## config.mk

```make
export PLATFORM = sky130hd
export DESIGN_NAME = irq_bank_top
export DESIGN_NICKNAME = d
export VERILOG_FILES = /design/src/rtl/irq_bank_pkg.sv /design/src/rtl/irq_bank_ctrl.sv /design/src/rtl/irq_bank_dp.sv /design/src/rtl/irq_bank_top.sv
export SDC_FILE = /design/constraint.sdc
export NUM_CORES = 1
export LEC_CHECK = 0
export BUFFER_PORTS_ARGS = -buffer_cell sky130_fd_sc_hd__buf_4
export CAP_MARGIN = 20
export CORE_AREA = 2 2 104 106
export DETAILED_ROUTE_END_ITERATION = 7
export DIE_AREA = 0 0 106 108
export HOLD_SLACK_MARGIN = 0.06
export MAX_ROUTING_LAYER = met4
export PLACE_DENSITY = 0.85
export RECOVER_POWER = 100
export SKIP_CTS_REPAIR_TIMING = 1
export SYNTH_ARGS = -nofsm -noshare
export SYNTH_HDL_FRONTEND = slang
export SYNTH_SLANG_ARGS = --single-unit
```

## constraint.sdc

```tcl
create_clock -name clk -period 3.8 [get_ports clk]
set_input_delay 0.19 -clock clk [delete_from_list [all_inputs] [get_ports clk]]
set_output_delay 0.19 -clock clk [all_outputs]
set_load 0.005 [all_outputs]
```

## src/rtl/irq_bank_pkg.sv

```systemverilog
package irq_bank_pkg;

  localparam int WORD_ADDR_W = 3;

  typedef enum logic [WORD_ADDR_W-1:0] {
    WORD_CTRL     = 3'd0,
    WORD_CAUSE    = 3'd1,
    WORD_MASKED   = 3'd2,
    WORD_FORCE    = 3'd3,
    WORD_MASK     = 3'd4,
    WORD_MASK_SET = 3'd5,
    WORD_MASK_CLR = 3'd6,
    WORD_SPARE    = 3'd7
  } regWord_e;

  typedef struct packed {
    logic     wrCtrl;
    logic     clrCause;
    logic     clrMasked;
    logic     rdCause;
    logic     rdMasked;
    logic     wrForce;
    logic     wrMask;
    logic     wrMaskSet;
    logic     wrMaskClr;
    logic     rdEn;
    regWord_e rdSel;
  } bankStrobes_t;

endpackage

```

## src/rtl/irq_bank_ctrl.sv

```systemverilog
module irq_bank_ctrl
  import irq_bank_pkg::*;
(
  input  logic                   clk,
  input  logic                   rstN,
  input  logic [WORD_ADDR_W-1:0] regAddr,
  input  logic                   regWe,
  input  logic                   regRe,
  output bankStrobes_t           strobes
);

  regWord_e word;

  always_comb begin
    word                = regWord_e'(regAddr);
    strobes             = '0;
    strobes.rdEn        = regRe;
    strobes.rdSel       = word;
    strobes.wrCtrl      = regWe && (word == WORD_CTRL);
    strobes.clrCause    = regWe && (word == WORD_CAUSE);
    strobes.clrMasked   = regWe && (word == WORD_MASKED);
    strobes.wrForce     = regWe && (word == WORD_FORCE);
    strobes.wrMask      = regWe && (word == WORD_MASK);
    strobes.wrMaskSet   = regWe && (word == WORD_MASK_SET);
    strobes.wrMaskClr   = regWe && (word == WORD_MASK_CLR);
    strobes.rdCause     = regRe && (word == WORD_CAUSE);
    strobes.rdMasked    = regRe && (word == WORD_MASKED);
  end

  AST_ONE_WRITE_STROBE: assert property (@(posedge clk) disable iff (!rstN)
    $onehot0({strobes.wrCtrl, strobes.clrCause, strobes.clrMasked, strobes.wrForce,
              strobes.wrMask, strobes.wrMaskSet, strobes.wrMaskClr}));

  AST_READ_STROBE_NEEDS_RE: assert property (@(posedge clk) disable iff (!rstN)
    (strobes.rdCause || strobes.rdMasked) |-> regRe);

endmodule

```

## src/rtl/irq_bank_dp.sv

```systemverilog
module irq_bank_dp
  import irq_bank_pkg::*;
#(
  parameter int DATA_W = 32
)(
  input  logic              clk,
  input  logic              rstN,
  input  bankStrobes_t      strobes,
  input  logic [DATA_W-1:0] regWdata,
  input  logic [DATA_W-1:0] evtIn,
  output logic [DATA_W-1:0] regRdata,
  output logic              irqOut
);

  logic [DATA_W-1:0] ctrlQ, causeQ, maskQ;
  logic [DATA_W-1:0] causeNext, maskNext, setVec;
  logic              irqQ;

  for (genvar b = 0; b < DATA_W; b++) begin : g_bit
    logic clrReq, setReq;
    always_comb begin
      clrReq = (strobes.clrCause  &  regWdata[b] & ~ctrlQ[b])
             | (strobes.clrMasked &  regWdata[b] & ~ctrlQ[b] & ~maskQ[b])
             | (strobes.rdCause   &  ctrlQ[b])
             | (strobes.rdMasked  &  ctrlQ[b] & ~maskQ[b]);
      setReq = evtIn[b] | (strobes.wrForce & regWdata[b]);
      causeNext[b] = setReq | (causeQ[b] & ~clrReq);
      setVec[b]    = setReq;
      if (strobes.wrMask)         maskNext[b] = regWdata[b];
      else if (strobes.wrMaskSet) maskNext[b] = maskQ[b] | regWdata[b];
      else if (strobes.wrMaskClr) maskNext[b] = maskQ[b] & ~regWdata[b];
      else                        maskNext[b] = maskQ[b];
    end
  end

  always_ff @(posedge clk or negedge rstN) begin
    if (!rstN) begin
      ctrlQ  <= '0;
      causeQ <= '0;
      maskQ  <= '0;
      irqQ   <= 1'b0;
    end else begin
      if (strobes.wrCtrl) ctrlQ <= regWdata;
      causeQ <= causeNext;
      maskQ  <= maskNext;
      irqQ   <= |(causeNext & ~maskNext);
    end
  end

  always_comb begin
    regRdata = '0;
    if (strobes.rdEn) begin
      case (strobes.rdSel)
        WORD_CTRL:   regRdata = ctrlQ;
        WORD_CAUSE:  regRdata = causeQ;
        WORD_MASKED: regRdata = causeQ & ~maskQ;
        WORD_MASK:   regRdata = maskQ;
        default:     regRdata = '0;
      endcase
    end
  end

  assign irqOut = irqQ;

  AST_SET_LANDS: assert property (@(posedge clk) disable iff (!rstN)
    1'b1 |=> ((causeQ & $past(setVec)) == $past(setVec)));

  AST_MASK_SET_APPLIES: assert property (@(posedge clk) disable iff (!rstN)
    strobes.wrMaskSet |=> ((maskQ & $past(regWdata)) == $past(regWdata)));

  AST_MASK_CLR_APPLIES: assert property (@(posedge clk) disable iff (!rstN)
    strobes.wrMaskClr |=> ((maskQ & $past(regWdata)) == '0));

  AST_READ_KEEPS_W1C: assert property (@(posedge clk) disable iff (!rstN)
    (strobes.rdCause && !strobes.clrCause && !strobes.clrMasked) |=>
      ((causeQ & $past(causeQ & ~ctrlQ)) == $past(causeQ & ~ctrlQ)));

  AST_IRQ_TRACKS: assert property (@(posedge clk) disable iff (!rstN)
    1'b1 |-> (irqOut == |(causeQ & ~maskQ)));

  AST_WO_READS_ZERO: assert property (@(posedge clk) disable iff (!rstN)
    (strobes.rdSel inside {WORD_FORCE, WORD_MASK_SET, WORD_MASK_CLR, WORD_SPARE})
      |-> (regRdata == '0));

endmodule

```

## src/rtl/irq_bank_top.sv

```systemverilog
module irq_bank_top
  import irq_bank_pkg::*;
#(
  parameter int DATA_W = 32
)(
  input  logic                   clk,
  input  logic                   rstN,
  input  logic [WORD_ADDR_W-1:0] regAddr,
  input  logic                   regWe,
  input  logic [DATA_W-1:0]      regWdata,
  input  logic                   regRe,
  output logic [DATA_W-1:0]      regRdata,
  input  logic [DATA_W-1:0]      evtIn,
  output logic                   irqOut
);

  bankStrobes_t strobes;

  irq_bank_ctrl ctrl_i (
    .clk     (clk),
    .rstN    (rstN),
    .regAddr (regAddr),
    .regWe   (regWe),
    .regRe   (regRe),
    .strobes (strobes)
  );

  irq_bank_dp #(.DATA_W(DATA_W)) dp_i (
    .clk      (clk),
    .rstN     (rstN),
    .strobes  (strobes),
    .regWdata (regWdata),
    .evtIn    (evtIn),
    .regRdata (regRdata),
    .irqOut   (irqOut)
  );

endmodule

```

# Yosys cells after proc, flatten, opt, wreduce, memory -nomap -nowiden
# Index checks and enable logic that the tools add are counted.
[word_totals] regBits=97 latchBits=0 mem_bits_rw=0 mem_bits_ro=0 input_bits=71 out_inout_bits=33 n_memories=0
[classes] add_sub_neg=0 n_mul=0 div=0 n_lt_le_gt_ge=0 n_eq_ne=6 shifts=0 n_mux=98 bitwise_logic=676 reduce_logical=11
[op_table] cell="bitwise AND 1 bit" count=352
[op_table] cell="OR 1 bit" count=192
[op_table] cell="NOT 1 bit" count=128
[op_table] cell="case mux 32 bit (4 select lines)" count=1
[op_table] cell="two-way mux 1 bit" count=96
[op_table] cell="bitwise AND 32 bit" count=2
[op_table] cell="NOT 32 bit" count=2
[op_table] cell="two-way mux 32 bit" count=1
[op_table] cell="OR reduction 32 bit" count=1
[op_table] cell="equality test 3 bit (second input constant)" count=3
[op_table] cell="logical AND 1 bit" count=9
[op_table] cell="equality test 3 x 2 -> 1 bit (second input constant)" count=2
[op_table] cell="equality test 3 x 1 -> 1 bit (second input constant)" count=1
[op_table] cell="logical NOT 3 bit" count=1

# Logic depth before layout (Yosys ltp)
[depth] depth_word=13 ltp_mapped=9 ltp_nobuf=6

# By module
# A second synthesis with hierarchy kept.
[hier_totals] hier_cells=768 area_unflattened_um2=6598.8
[modules_own_cells] mod="irq_bank_dp" instances=1 cells_each=755 area_each_um2=6458.7
[modules_own_cells] mod="irq_bank_ctrl" instances=1 cells_each=13 area_each_um2=140.1

# Least setup slack after synthesis
# No wires, ideal clock.
[synth_timing] path_kind="input -> register" startpoint="in regAddr[0]" endpoint="reg dp_i.irqQ, in the netlist dp_i.irqOut" setup_time_ns=0.138 arrival_time_ns=2.001 required_ns=3.662 slack_ns=1.661 cell_stages=8 n_path_buf=2 path_cell_list="buf_6 buf_6 or3b_1 a2111oi_2 o21ai_1 a22oi_1 nand4_1 or4_1"
[synth_between] elab_chain_cells=13 word_cells_on_any_way=625 classes_between="eq/ne: 6; mux: 96; bitwise: 514; reduce/logical: 9"
[synth_lines] element="start, declared" line_no="irq_bank_top.sv:8" rtl="input logic [WORD_ADDR_W-1:0] regAddr,"
[synth_lines] element="equality test 3 x 2 -> 1 bit" line_no="irq_bank_ctrl.sv:21, irq_bank_ctrl.sv:27"
[synth_lines] element="logical AND 1 bit" line_no="irq_bank_ctrl.sv:21" rtl="strobes.clrMasked = regWe && (word == WORD_MASKED);"
[synth_lines] element="bitwise AND 1 bit (3 in a row)" line_no="irq_bank_dp.sv:23" rtl="| (strobes.clrMasked & regWdata[b] & ~ctrlQ[b] & ~maskQ[b])"
[synth_lines] element="OR 1 bit" line_no="irq_bank_dp.sv:23"
[synth_lines] element="OR 1 bit" line_no="irq_bank_dp.sv:24" rtl="| (strobes.rdCause & ctrlQ[b])"
[synth_lines] element="OR 1 bit" line_no="irq_bank_dp.sv:25" rtl="| (strobes.rdMasked & ctrlQ[b] & ~maskQ[b]);"
[synth_lines] element="NOT 1 bit" line_no="irq_bank_dp.sv:27" rtl="causeNext[b] = setReq | (causeQ[b] & ~clrReq);"
[synth_lines] element="bitwise AND 1 bit" line_no="irq_bank_dp.sv:27"
[synth_lines] element="OR 1 bit *" line_no="irq_bank_dp.sv:27"
[synth_lines] element="net dp_i.causeNext[25]" line_no="irq_bank_dp.sv:16" rtl="logic [DATA_W-1:0] causeNext, maskNext, setVec;"
[synth_lines] element="bitwise AND 32 bit *" line_no="irq_bank_dp.sv:46" rtl="irqQ <= |(causeNext & ~maskNext);"
[synth_lines] element="OR reduction 32 bit *" line_no="irq_bank_dp.sv:46"
[synth_lines] element="end signal, assigned" line_no="irq_bank_dp.sv:46"
[synth_lines] element="end, declared" line_no="irq_bank_dp.sv:17" rtl="logic irqQ;"
# Mark *: on every way through the listed nets, which the timed path passes. The rest lies on a longest branch.
# A chain may end at the register's enable or synchronous reset.

# Worst setup path after layout
[layout_timing] startpoint="in regAddr[1]" endpoint="reg dp_i.irqQ, in the netlist dp_i.irqOut"
# Same word-level chain as after synthesis.

==> impl_metrics.yaml <==
timing:
  finalClockSkew_ns: 0.01130
  max_freq_mhz: 319.1
  period_minus_slack_ns: 3.134
  slew_headroom: -0.1495
  period_share: 0.8248
  rsz0062_at_grt: "no"
  drv_slew: 69
  worstMarginPinSlew_ns: 1.724
  setup_viol: 0
  hold_viol: 0
  tns_ns: 0
  fin_ws_ns: 0.6658
pwr:
  combPwrFrac: 0.273
  total_power_uw: 2844
  p_clk_frac: 0.249
  switching_power_uw: 932.3
  pwr_density_cell_mw_per_mm2: 390.4
  seqPwrFrac: 0.478
  swShare: 0.3278
  internal_power_uw: 1912
  ir_drop_uv: 291.9
  p_leak_uw: 0.003233
cells_and_area:
  post_route_cells_drive_above_1_share: 0.2208
  area_growth_pct: 16.27
  fillers: 794
  layout.area.seq_mm2: 0.002427
  multiInputGateArea_mm2: 0.003337
  diodes: 0
  layout.nets: 845
global_routing:
  overflow: 0
  grt_pass1_wl_um: 30750
  grt.total_usage: 0.3491
  antenna_found_initial: 0
  grt_pass1_vias: 6243
  grt_max_degree: 74
cts:
  clk_latency_ns: 0.37
  clk_pin_slew_worst_paths_ns: 0.10
  htreeDepth: 3
  cts_tree: "yes"
  cts_buffers: 9
  clock_sinks: 97
  cts_root_buf: "clkbuf_8"
  cts_buffer_depth: 2
worst_setup_path:
  slowest_delay_ns: 0.75
  path_cells: "clkbuf_2, and4b_1, buf_4, a21oi_1, o21ai_0, a22oi_1, nand4_1, or4_1"
  endpoint_kind: "register"
  worstSetupPathType: "input port to register"
  critPathTopFamily: "simple AND/OR/NAND/NOR gates"
  r2r_start: "dp_i.maskQ[20]"
  path_depth: 8
  worst-path-buf-inv: 2
  ff2ff_path_depth: 6
  path_max_fanout: 73
  critPathLaunchType: "input port"
  required_ns: 4.05
  r2r_slack_ns: 1.24
  cpMaxStageDelayCell: "clkbuf_2"
  reg2reg_to: "dp_i.irqOut"
  arrival_ns: 3.39
  cp-startpoint: "regAddr[1]"
  crit_end: "dp_i.irqOut"
yosys:
  netlist.area_leader.share: 0.3874
  synth_area_leaders: "dfrtp_1, a21oi_1, mux2_2"
  synth_edf_count: 0
  ys_seq_area_frac: 0.3874
  ys_seq_elements: 97
  syn-mean-instance-area_um2: 8.939
  yosys_warnings: 0
  yosys.area.top_type: "dfrtp_1"
  synthFlopType: "dfrtp_1"
  ys_async_sr_fraction: 1.000
  synth_fp_nets: 772
  synth_cell_types: 30
  netlist_area_mm2: 0.006266
  syn_inst: 701
route:
  drtPass1Iterations: 5
  vias_per_cell: 6.714
  antenna_left: 0
  wl_per_cell_um: 20.81
  wl_um: 19040
  drtIter0Drc: 600
  vias: 6143
  drcViolationCount: 0
place:
  hpwl_um: 12080
  gp_congestion: 0.9055
  io_buffers: 103
  dp_slack_ns: 0.8845
floorplan:
  dieArea_mm2: 0.01145
  fp.dieW_um: 106
  core-area_mm2: 0.01023
  rows: 37
  dieHeight_um: 108
  ios: 104
  start_util: 0.6124
status:
  outcome: "complete, but fails checks"
  violations: "max-capacitance violations, max-slew violations"
job:
  max_cap_viol_count: 1
min_path:
  worstHoldPathType: "input port to register"
## worst reg2reg max path: cells and delay by family (launching register included)
kind             cells  cell delay [ns]
AND/OR/NAND/NOR      3             1.02
flip-flops           1             0.42
AO/OA/AOI/OAI        3             0.99
## cell usage after synthesis (23+ instances only)
library cell / number
nor2b_1: 32
o32a_1: 31
mux2i_1: 32
mux2_2: 32
a32oi_1: 32
or3b_1: 32
inv_1: 65
nor2_1: 64
dfrtp_1: 97
a21oi_1: 97
clkbuf_1: 38
nand2_1: 33
o21ai_1: 23
## per-stage QoR
| stage | utilization | instances | cell area (µm²) | hold slack, ns |
|---|---|---|---|---|
| after floorplan | - | 701 | 6266 | -0.1056 |
| after global placement | 0.6938 | 898 | 7098 | 0.3589 |
| after detailed placement | 0.6938 | 898 | 7098 | 0.3653 |
| after CTS | 0.7140 | 914 | 7305 | -0.03787 |
| after global routing | 0.7121 | 915 | 7286 | 0.07240 |
| final | 0.7121 | 915 | 7286 | 0.06463 |
## layout make-up
cell class,count,share of cell area
clock inverters,4,0.007041
repair buffers,121,0.1236
clock buffers,12,0.02129
well taps,136,0.02336
inverters,65,0.03349
flip-flops and latches,97,0.3332
multi-input cells,480,0.4580
## worst min path at each step
stage,start,endpoint,slack (ns),cells after the start
final,evtIn[18],dp_i.causeQ[18],0.06,3
after global routing,evtIn[25],dp_i.causeQ[25],0.07,3
after CTS,rstN,dp_i.ctrlQ[4],-0.04,1
after detailed placement,rstN,dp_i.ctrlQ[31],0.37,1
after global placement,rstN,dp_i.causeQ[31],0.36,1
after floorplan,rstN,dp_i.causeQ[0],-0.11,0
## power groups by stage
stage | Sequential (µW) | Combinational, µW | Clock, µW
6_report | 1360 | 776 | 708
2_1_floorplan | 1330 | 523 | 0
3_3_place_gp | 1360 | 728 | 0
4_1_cts | 1350 | 770 | 709
3_5_place_dp | 1370 | 764 | 0
5_1_grt | 1380 | 848 | 754
## sequential cells by signal, indices dropped and copies added (netlist names)
signal / count
dp_i.causeQ: 32
dp_i.ctrlQ: 32
dp_i.irqOut: 1
dp_i.maskQ: 32
## logic make-up after synthesis
| logic type | synth area share |
|---|---|
| compound gates | 0.2704 |
| buf+inv | 0.08247 |
| simple gates | 0.1512 |
| flops | 0.3874 |
| mux | 0.1086 |
## routing by layer
metal,global-route usage,vias to the layer above,share of wire
met5,-,-,0
met4,0.1626,0,0.030
met3,0.04943,57,0.097
met2,0.5585,398,0.48
met1,0.4437,2965,0.39
li1,-,2723,-
## layout by cell type, fill, tap and decap left out
master and instances:
or3b_1 32, mux2_2 32, or4_1 1, bufinv_16 1
a32oi_1 32, nor3b_4 1, o21ai_0 31, o21ai_1 1
nand4_1 4, clkbuf_2 3, buf_12 1, a2111oi_1 5
nor2b_1 32, clkbuf_8 11, dfrtp_1 97, inv_1 65
o32ai_1 1, clkbuf_4 28, nand2b_1 2, nor4b_1 2
a2111oi_2 6, o32a_1 31, mux2i_1 32, nor3b_2 1
clkinvlp_4 1, nor2_1 64, clkbuf_1 5, dlygate4sd3_1 1
buf_4 84, nand2_1 33, a21oi_1 97, clkinv_2 1
a2111oi_0 21, o21ai_2 1, a22oi_1 16, clkinv_4 1
and4b_1 2
No activity file was read; power rests on OpenSTA's default activity.
